`src/rtl/fmm_pkg.sv`:
```
package fmm_pkg;
    localparam int EXP_W  = 8;
    localparam int MAN_W  = 23;
    localparam int WORD_W = 1 + EXP_W + MAN_W;

    typedef logic [WORD_W-1:0] fp_word_t;

    typedef struct packed {
        logic              sign;
        logic              is_nan;
        logic              is_zero;
        logic [WORD_W-2:0] mag;
    } fp_class_t;

    typedef enum logic [1:0] {
        POL_PREFER_NUM = 2'd0,
        POL_NAN_WINS   = 2'd1,
        POL_PICK_A     = 2'd2,
        POL_PICK_B     = 2'd3
    } mm_policy_e;

    localparam fp_word_t CANON_QNAN = {1'b0, {EXP_W{1'b1}}, 1'b1, {(MAN_W-1){1'b0}}};
endpackage

```
`src/rtl/fmm_srcmod.sv`:
```
module fmm_srcmod
    import fmm_pkg::*;
(
    input  fp_word_t  raw,
    input  logic      do_abs,
    input  logic      do_neg,
    output fp_word_t  word,
    output fp_class_t cls
);
    logic               sgn;
    logic [EXP_W-1:0]   expo;
    logic [MAN_W-1:0]   frac;

    always_comb begin
        expo        = raw[WORD_W-2 -: EXP_W];
        frac        = raw[MAN_W-1:0];
        sgn         = (raw[WORD_W-1] & ~do_abs) ^ do_neg;
        word        = {sgn, raw[WORD_W-2:0]};
        cls.sign    = sgn;
        cls.is_nan  = (&expo) && (|frac);
        cls.is_zero = ~|raw[WORD_W-2:0];
        cls.mag     = raw[WORD_W-2:0];
    end
endmodule

```
`src/rtl/fmm_order.sv`:
```
module fmm_order
    import fmm_pkg::*;
(
    input  fp_class_t ca,
    input  fp_class_t cb,
    output logic      a_lt_b,
    output logic      b_lt_a,
    output logic      a_nan_above,
    output logic      b_nan_above
);
    logic [MAN_W-1:0] fa, fb;
    logic             ordered, both_zero;

    always_comb begin
        fa        = ca.mag[MAN_W-1:0];
        fb        = cb.mag[MAN_W-1:0];
        ordered   = !ca.is_nan && !cb.is_nan;
        both_zero = ca.is_zero && cb.is_zero;
        a_lt_b    = 1'b0;
        b_lt_a    = 1'b0;
        if (ordered && !both_zero) begin
            if (ca.sign != cb.sign) begin
                a_lt_b = ca.sign;
                b_lt_a = cb.sign;
            end else if (!ca.sign) begin
                a_lt_b = ca.mag < cb.mag;
                b_lt_a = cb.mag < ca.mag;
            end else begin
                a_lt_b = ca.mag > cb.mag;
                b_lt_a = cb.mag > ca.mag;
            end
        end
        if (ca.sign != cb.sign) begin
            a_nan_above = !ca.sign;
            b_nan_above = !cb.sign;
        end else if (!ca.sign) begin
            a_nan_above = fa > fb;
            b_nan_above = fb > fa;
        end else begin
            a_nan_above = fa < fb;
            b_nan_above = fb < fa;
        end
    end
endmodule

```
`src/rtl/fmm_policy.sv`:
```
module fmm_policy
    import fmm_pkg::*;
(
    input  mm_policy_e pol,
    input  logic       op_max,
    input  fp_word_t   wa,
    input  fp_word_t   wb,
    input  fp_class_t  ca,
    input  fp_class_t  cb,
    input  logic       a_lt_b,
    input  logic       b_lt_a,
    input  logic       a_nan_above,
    input  logic       b_nan_above,
    output fp_word_t   pick
);
    fp_word_t numeric;

    always_comb begin
        if (ca.is_zero && cb.is_zero)
            numeric = (ca.sign != cb.sign) ? '0 : wa;
        else if (op_max)
            numeric = a_lt_b ? wb : wa;
        else
            numeric = a_lt_b ? wa : wb;

        unique case (pol)
            POL_PREFER_NUM: begin
                if (ca.is_nan && cb.is_nan) pick = CANON_QNAN;
                else if (ca.is_nan)         pick = wb;
                else if (cb.is_nan)         pick = wa;
                else                        pick = numeric;
            end
            POL_NAN_WINS: begin
                if (ca.is_nan && cb.is_nan)
                    pick = op_max ? (b_nan_above ? wb : wa)
                                  : (a_nan_above ? wb : wa);
                else if (ca.is_nan) pick = wa;
                else if (cb.is_nan) pick = wb;
                else                pick = numeric;
            end
            POL_PICK_A: pick = op_max ? (b_lt_a ? wa : wb) : (a_lt_b ? wa : wb);
            POL_PICK_B: pick = op_max ? (a_lt_b ? wb : wa) : (b_lt_a ? wb : wa);
            default:    pick = wa;
        endcase
    end
endmodule

```
`src/rtl/fmm_unit.sv`:
```
module fmm_unit
    import fmm_pkg::*;
#(
    parameter bit REG_OUT = 1'b1
) (
    input  logic              clk,
    input  logic              rst_n,
    input  logic [WORD_W-1:0] op_a,
    input  logic [WORD_W-1:0] op_b,
    input  logic              a_abs,
    input  logic              a_neg,
    input  logic              b_abs,
    input  logic              b_neg,
    input  logic              op_max,
    input  logic [1:0]        mode,
    output logic [WORD_W-1:0] result
);
    fp_word_t   wa, wb, pick;
    fp_class_t  ca, cb;
    logic       a_lt_b, b_lt_a, a_up, b_up;
    mm_policy_e pol;

    assign pol = mm_policy_e'(mode);

    fmm_srcmod u_mod_a (.raw(op_a), .do_abs(a_abs), .do_neg(a_neg), .word(wa), .cls(ca));
    fmm_srcmod u_mod_b (.raw(op_b), .do_abs(b_abs), .do_neg(b_neg), .word(wb), .cls(cb));

    fmm_order u_order (
        .ca(ca), .cb(cb), .a_lt_b(a_lt_b), .b_lt_a(b_lt_a),
        .a_nan_above(a_up), .b_nan_above(b_up)
    );

    fmm_policy u_policy (
        .pol(pol), .op_max(op_max), .wa(wa), .wb(wb), .ca(ca), .cb(cb),
        .a_lt_b(a_lt_b), .b_lt_a(b_lt_a), .a_nan_above(a_up), .b_nan_above(b_up),
        .pick(pick)
    );

    generate
        if (REG_OUT) begin : g_reg
            fp_word_t res_q;
            always_ff @(posedge clk or negedge rst_n) begin
                if (!rst_n) res_q <= '0;
                else        res_q <= pick;
            end
            assign result = res_q;

            p_one_nan_r1: assert property (@(posedge clk) disable iff (!rst_n)
                (mode == 2'd0 && (ca.is_nan ^ cb.is_nan)) |=>
                    (result == ($past(ca.is_nan) ? $past(wb) : $past(wa))));
            p_canon_nan_r2: assert property (@(posedge clk) disable iff (!rst_n)
                (mode == 2'd0 && ca.is_nan && cb.is_nan) |=> (result == CANON_QNAN));
            p_mixed_zero_r3: assert property (@(posedge clk) disable iff (!rst_n)
                (!mode[1] && ca.is_zero && cb.is_zero && (ca.sign != cb.sign)) |=> (result == '0));
            p_nan_out_r5: assert property (@(posedge clk) disable iff (!rst_n)
                (mode == 2'd1 && (ca.is_nan || cb.is_nan)) |=>
                    ((&result[WORD_W-2 -: EXP_W]) && (|result[MAN_W-1:0])));
            p_pick_operand_r7: assert property (@(posedge clk) disable iff (!rst_n)
                mode[1] |=> (result == $past(wa) || result == $past(wb)));
            p_unordered_r9: assert property (@(posedge clk) disable iff (!rst_n)
                (mode[1] && (ca.is_nan || cb.is_nan)) |=>
                    (result == ($past(mode[0]) ? $past(wa) : $past(wb))));
            p_order_r4: assert property (@(posedge clk) disable iff (!rst_n)
                (!(a_lt_b && b_lt_a)));
        end else begin : g_comb
            logic unused_clk;
            assign unused_clk = clk ^ rst_n;
            assign result = pick;
        end
    endgenerate
endmodule

```
`config.mk`:
```
export PLATFORM = sky130hd
export DESIGN_NAME = fmm_unit
export DESIGN_NICKNAME = d
export VERILOG_FILES = /design/src/rtl/fmm_pkg.sv /design/src/rtl/fmm_srcmod.sv /design/src/rtl/fmm_order.sv /design/src/rtl/fmm_policy.sv /design/src/rtl/fmm_unit.sv
export SDC_FILE = /design/constraint.sdc
export NUM_CORES = 1
export LEC_CHECK = 0
export CORE_ASPECT_RATIO = 0.8
export CORE_MARGIN = 8
export CORE_UTILIZATION = 50
export CTS_BUF_LIST = sky130_fd_sc_hd__clkbuf_4 sky130_fd_sc_hd__clkbuf_8
export CTS_CLUSTER_SIZE = 12
export DETAILED_ROUTE_END_ITERATION = 6
export PLACE_DENSITY_LB_ADDON = 0.25
export RECOVER_POWER = 50
export SLEW_MARGIN = 25
export SYNTH_ARGS = -nofsm -noshare
export SYNTH_HDL_FRONTEND = slang
export SYNTH_SLANG_ARGS = --single-unit
export TNS_END_PERCENT = 30
```
`constraint.sdc`:
```
create_clock -name clk -period 1.35 [get_ports clk]
set_clock_uncertainty 0.15 [all_clocks]
set_input_delay 0.135 -clock clk [delete_from_list [all_inputs] [get_ports clk]]
set_output_delay 0.135 -clock clk [all_outputs]
set_load 0.05 [all_outputs]
```
==> metrics.md, run 1 <==
| Metric | Value |
|---|---|
| Clk Tree Root Cell | clkbuf_8 |
| Final weighted congestion in routability-driven placement | 1.10 |
| Post-synthesis compound-gate area fraction | 0.408 |
| Longest Clk Path Bufs | 2 |
| Top-level I/O count | 105 |
| Cts bufs inserted | 5 |
| Instance count after placement with tap cells included | 862 |
| Combined area of all synthesized cells | 3950 um2 |
| Number of cells upsized or downsized after cts | 282 |
| Synth Instances | 493 |
| Buffers inserted during post-CTS setup optimization | 29 |
| Area share of and/or/nand/nor cells after synthesis | 0.203 |
| Fraction of post-synthesis cell area in the top cell type by area | 0.203 |
| H-tree levels | 2 |
| Largest family of logic cells by synthesized area | compound AO/OA/AOI/OAI gates |
| Fraction of synthesis flops using an asynchronous set or reset pin | 1.00 |
| Synth Flop Type | dfrtp_1 |
| Leading area contributor after synthesis | dfrtp_1 |
| Count of port buffers added during placement | 104 |
| Syn_nets | 599 |
| Leading cell types by total area after synthesis | dfrtp_1, ha_1, a21oi_1 |
| Die height | 95.5 um |
| Last stage | 4_1_cts |
| Xor/xnor cell area share of the yosys netlist | 0.0108 |
| Number of buffers inserted by hold repair at cts | 0 |
| Sequential element share of the synthesized area | 0.203 |
| Standard-cell row count | 29 |
| Warnings from Yosys | 0 |
| Adder and majority cell fraction of the synthesized area | 0.105 |
| Horizontal die dimension | 115 um |
| Error that ended the run | [ERROR DPL-0038] Utilization greater than 100%, impossible to legalize |
| Distinct cell type count of the synthesized netlist | 75 |
| Num Clock Sinks | 32 |
| Pre-CTS worst setup slack | -2.90 ns |
| Final HPWL DP | 16800 um |
| Post-synthesis mux area share | 0.00507 |
| Post-synth EDFFs | 0 |
| Post-synthesis register bit count | 32 |
| Syn Area/Cell | 8.00 um2 |
| Initial standard-cell utilization of the core | 0.506 |
| Result of the run | did not finish |
cell usage after synthesis, drive strengths merged (3+ instances only):
cell type / instances
o21ai: 26
a221o: 16
xnor2: 4
a211oi: 20
inv: 39
o22ai: 5
and2: 3
dfrtp: 32
a221oi: 25
a22o: 11
buf: 10
and3: 6
a2111oi: 3
nor2: 42
a21oi: 39
o31a: 3
nor3: 12
nand4: 14
clkbuf: 13
a21o: 8
a31oi: 3
nand3: 20
o31ai: 5
nor4: 23
nand2: 32
o21a: 5
ha: 33
kinds of logic after synthesis:
group	after synthesis
flops	32
xor+xnor	4
buf+inv	62
compound gates	199
simple gates	161
mux	2
fa+ha+maj	33
stage by stage:
| stage | hold WS (ns) | instance area, um2 | util | setup TNS [ns] |
|---|---|---|---|---|
| floorplan | -0.311 | 4060 | - | -55.07 |
| global placement | 0.369 | 6830 | 0.875 | -79.37 |
| detailed placement | 0.371 | 6830 | 0.875 | -88.34 |
==> inputs of run 2 (changes only) <==
Settings changed: CORE_ASPECT_RATIO 0.8 to unset, CORE_UTILIZATION 50 to 35, CTS_BUF_LIST sky130_fd_sc_hd__clkbuf_4 sky130_fd_sc_hd__clkbuf_8 to unset, CTS_CLUSTER_SIZE 12 to unset, PLACE_DENSITY_LB_ADDON 0.25 to 0.15.
==> run 2 against run 1 <==
  * The flow now finishes, with violations (negative hold slack, negative setup slack)
  * Synthesized cell count unchanged
  * Synthesized area stayed put
==> metrics.md, run 2 <==
| Metric | Value |
|---|---|
| Top-level I/O count | 105 |
| Cts bufs inserted | 5 |
| Nets | 903 |
| Vias in the first global route | 5526 |
| Die height | 122 um |
| Result of the run | complete, but fails checks |
| Final HPWL DP | 13800 um |
| Total iterations of the first detailed-routing run | 7 |
| Clk pwr share | 0.137 |
| Worst path most repeated cell | buf_4 |
| Fin worst setup slack | -1.94 ns |
| Final weighted congestion in routability-driven placement | 0.982 |
| Data required time of the worst path | 1.36 ns |
| Cell area power density | 973 nW/um2 |
| Combined area of all synthesized cells | 3950 um2 |
| Crit share post-route | 2.44 |
| Internal power of the cells | 0.00448 W |
| Standard-cell row count | 38 |
| Critical-path cell with the highest stage delay | a221o_1 |
| Max-slew headroom at the worst pin | 0.450 |
| Core utilization of the finished layout | 0.726 |
| Fraction of power consumed by sequential logic | 0.179 |
| Number of buffers inserted by hold repair at cts | 0 |
| Syn_nets | 599 |
| Worst slack on hold paths | -0.00263 ns |
| Violated checks | negative hold slack, negative setup slack |
| Final worst path period need | 3.29 ns |
| Number of antenna-violating nets in the routed design | 0 |
| FMAX | 0.304 GHz |
| Number of non-filler instances in the completed layout | 937 |
| Fraction of post-synthesis cell area in the top cell type by area | 0.203 |
| Dominant cell by count in the synthesized netlist | nor2_1 |
| Leading area contributor after synthesis | dfrtp_1 |
| Detail-routed net length per standard cell | 20.7 um |
| Clk Tree Root Cell | clkbuf_16 |
| Maximum number of pins on one net before global-route repair | 33 |
| Syn Area/Cell | 8.00 um2 |
| Clock-pin slew reported for the worst setup and hold paths after clock tree synthesis | 0.05 ns |
| Residual DRC | 0 |
| Warnings from Yosys | 0 |
| Share of layout cells above drive strength 1 | 0.536 |
| Core Area | 10900 um2 |
| Horizontal die dimension | 122 um |
| Fraction of synthesis flops using an asynchronous set or reset pin | 1.00 |
| Sort of element at the start of the critical path | input port |
| Total track usage | 0.245 |
| Worst min-delay path class | input port to flop |
| Switching power share of the total | 0.420 |
| Global-route wire length before repair | 29500 um |
| Flip-flop count of the largest register after layout | 32 |
| Leading cell types by total area after synthesis | dfrtp_1, ha_1, a21oi_1 |
| Maximum fanout count along the critical path | 7 |
| Post-synthesis compound-gate area fraction | 0.408 |
| Layout area overhead | 101% |
| Largest voltage drop on the vdd net | 0.857 mV |
| Largest stage delay on the critical path | 0.36 ns |
| Chain of cells forming the critical path | clkdlybuf4s15_2 > ha_4 > nand4_1 > buf_4 > buf_4 > nor3_4 > a22o_4 > o31ai_4 > buf_6 > buf_4 > a211o_1 > a21o_1 > a21oi_4 > o31ai_4 > buf_6 > buf_16 > a221o_1 |
| Most common cell after layout, fill and taps aside | buf_4 |
| Synth Instances | 493 |
| Top post-synthesis cells by count | nor2_1, a21oi_1, inv_1, ha_1, dfrtp_1 |
| Pre-CTS worst setup slack | -2.68 ns |
| Commonest cells after routing, fill and taps aside | buf_4, buf_12, nor2_1 |
| Max-slew violation total from the final report | 0 |
| Transition time at the pin with the least slew margin | 0.825 ns |
| Final hold viol count | 2 |
| TNS Setup | -59.59 ns |
| Combinational Power Share | 0.684 |
| Num Clock Sinks | 32 |
| Largest family of logic cells by synthesized area | compound AO/OA/AOI/OAI gates |
| Adder and majority cell fraction of the synthesized area | 0.105 |
| Initial standard-cell utilization of the core | 0.361 |
| Full die area | 14900 um2 |
| Longest Clk Path Bufs | 2 |
| Post-synthesis mux area share | 0.00507 |
| Net switching power of the design | 0.00324 W |
| Type of the worst setup path | input port to flop |
| Synth Flop Type | dfrtp_1 |
| Number of DRC markers in iteration 0 | 573 |
| Total setup violations reported at the end of the flow | 32 |
| Via density per instance | 6.08 |
| Total via count after detailed routing | 5698 |
| Instance count after placement with tap cells included | 887 |
| H-tree levels | 2 |
| Sequential element share of the synthesized area | 0.203 |
| Post-synthesis register bit count | 32 |
| Setup repair after global routing missed its margin | yes |
| TritonCTS clock tree | done |
| Total Routed Length | 19400 um |
| ANT cells | 0 |
| Post-synth EDFFs | 0 |
| Overflow left after global routing | 0 |
| Critical path capture point type | flop |
| Cell leakage power | 3.53 nW |
| Xor/xnor cell area share of the yosys netlist | 0.0108 |
| Data arrival time of the critical path | 3.30 ns |
| Area share of and/or/nand/nor cells after synthesis | 0.203 |
| Initial antenna violation count | 0 |
| Distinct cell type count of the synthesized netlist | 75 |
| Number of max-cap violations | 0 |
| Count of port buffers added during placement | 104 |
-- run 2: cell counts after synthesis --
Identical to the previous run, type by type.
-- run 2: logic make-up (layout without fill, tap and decap cells) --
logic type	after synthesis	count (layout)
flops	32	32
compound gates	199	199
xor+xnor	4	4
buf+inv	62	366
fa+ha+maj	33	33
simple gates	161	161
mux	2	2
-- run 2: area by class of cell --
| class | count | area, um2 |
|---|---|---|
| Inverter | 39 | 159 |
| Multi-Input combinational cell | 399 | 3660 |
| Clock buffer | 6 | 129 |
| Fill cell | 776 | 3000 |
| Clock inverter | 1 | 5.00 |
| Timing Repair Buffer | 320 | 3010 |
| Sequential cell | 32 | 801 |
| Tap cell | 140 | 175 |
-- run 2: final timing paths --
path,start,end,slack (ns),cells after the start
min in group asynchronous,rst_n,result[17],0.26,2
worst max-delay path,op_a[13],result[11],-1.94,17
max in group asynchronous,rst_n,result[29],0.26,2
worst min-delay path,op_b[5],result[5],-0.003,2
-- run 2: what timing repair did --
action                     CTS  global route
buffers inserted            34             9
resized for setup          247            72
setup endpoints to repair   32            32
pin swaps                   85            24
cloned                       2             0
-- run 2: per-layer routing --
metal  track usage  vias up  share of wire
li1              -     2585              -
met5             0        -              0
met2         0.406      293           0.48
met3        0.0342       42          0.074
met4        0.0982        0          0.032
met1         0.316     2778           0.42
-- run 2: power groups by stage --
stage               Combinational, W  Sequential [W]  Clock, W
finish                       0.00529         0.00138   0.00106
global route                 0.00553         0.00140   0.00111
CTS                          0.00504         0.00138   0.00107
detailed placement           0.00453         0.00140         0
global placement             0.00449         0.00140         0
floorplan                    0.00146         0.00206         0
-- run 2: per-stage QoR --
stage	instance area, um2	power, W
floorplan	4060	0.00352
detailed placement	6850	0.00593
global placement	6850	0.00588
finish	7940	0.00773
global route	7940	0.00804
CTS	7760	0.00749
-- run 2: worst max-delay path: cells and delay by family --
kind            cells  cell delay (ns)
simple gates        2             0.31
fa+ha+maj           1             0.28
compound gates      7             1.44
buf+inv             7             1.11
Note: power is estimated with default switching activity, not from simulation.
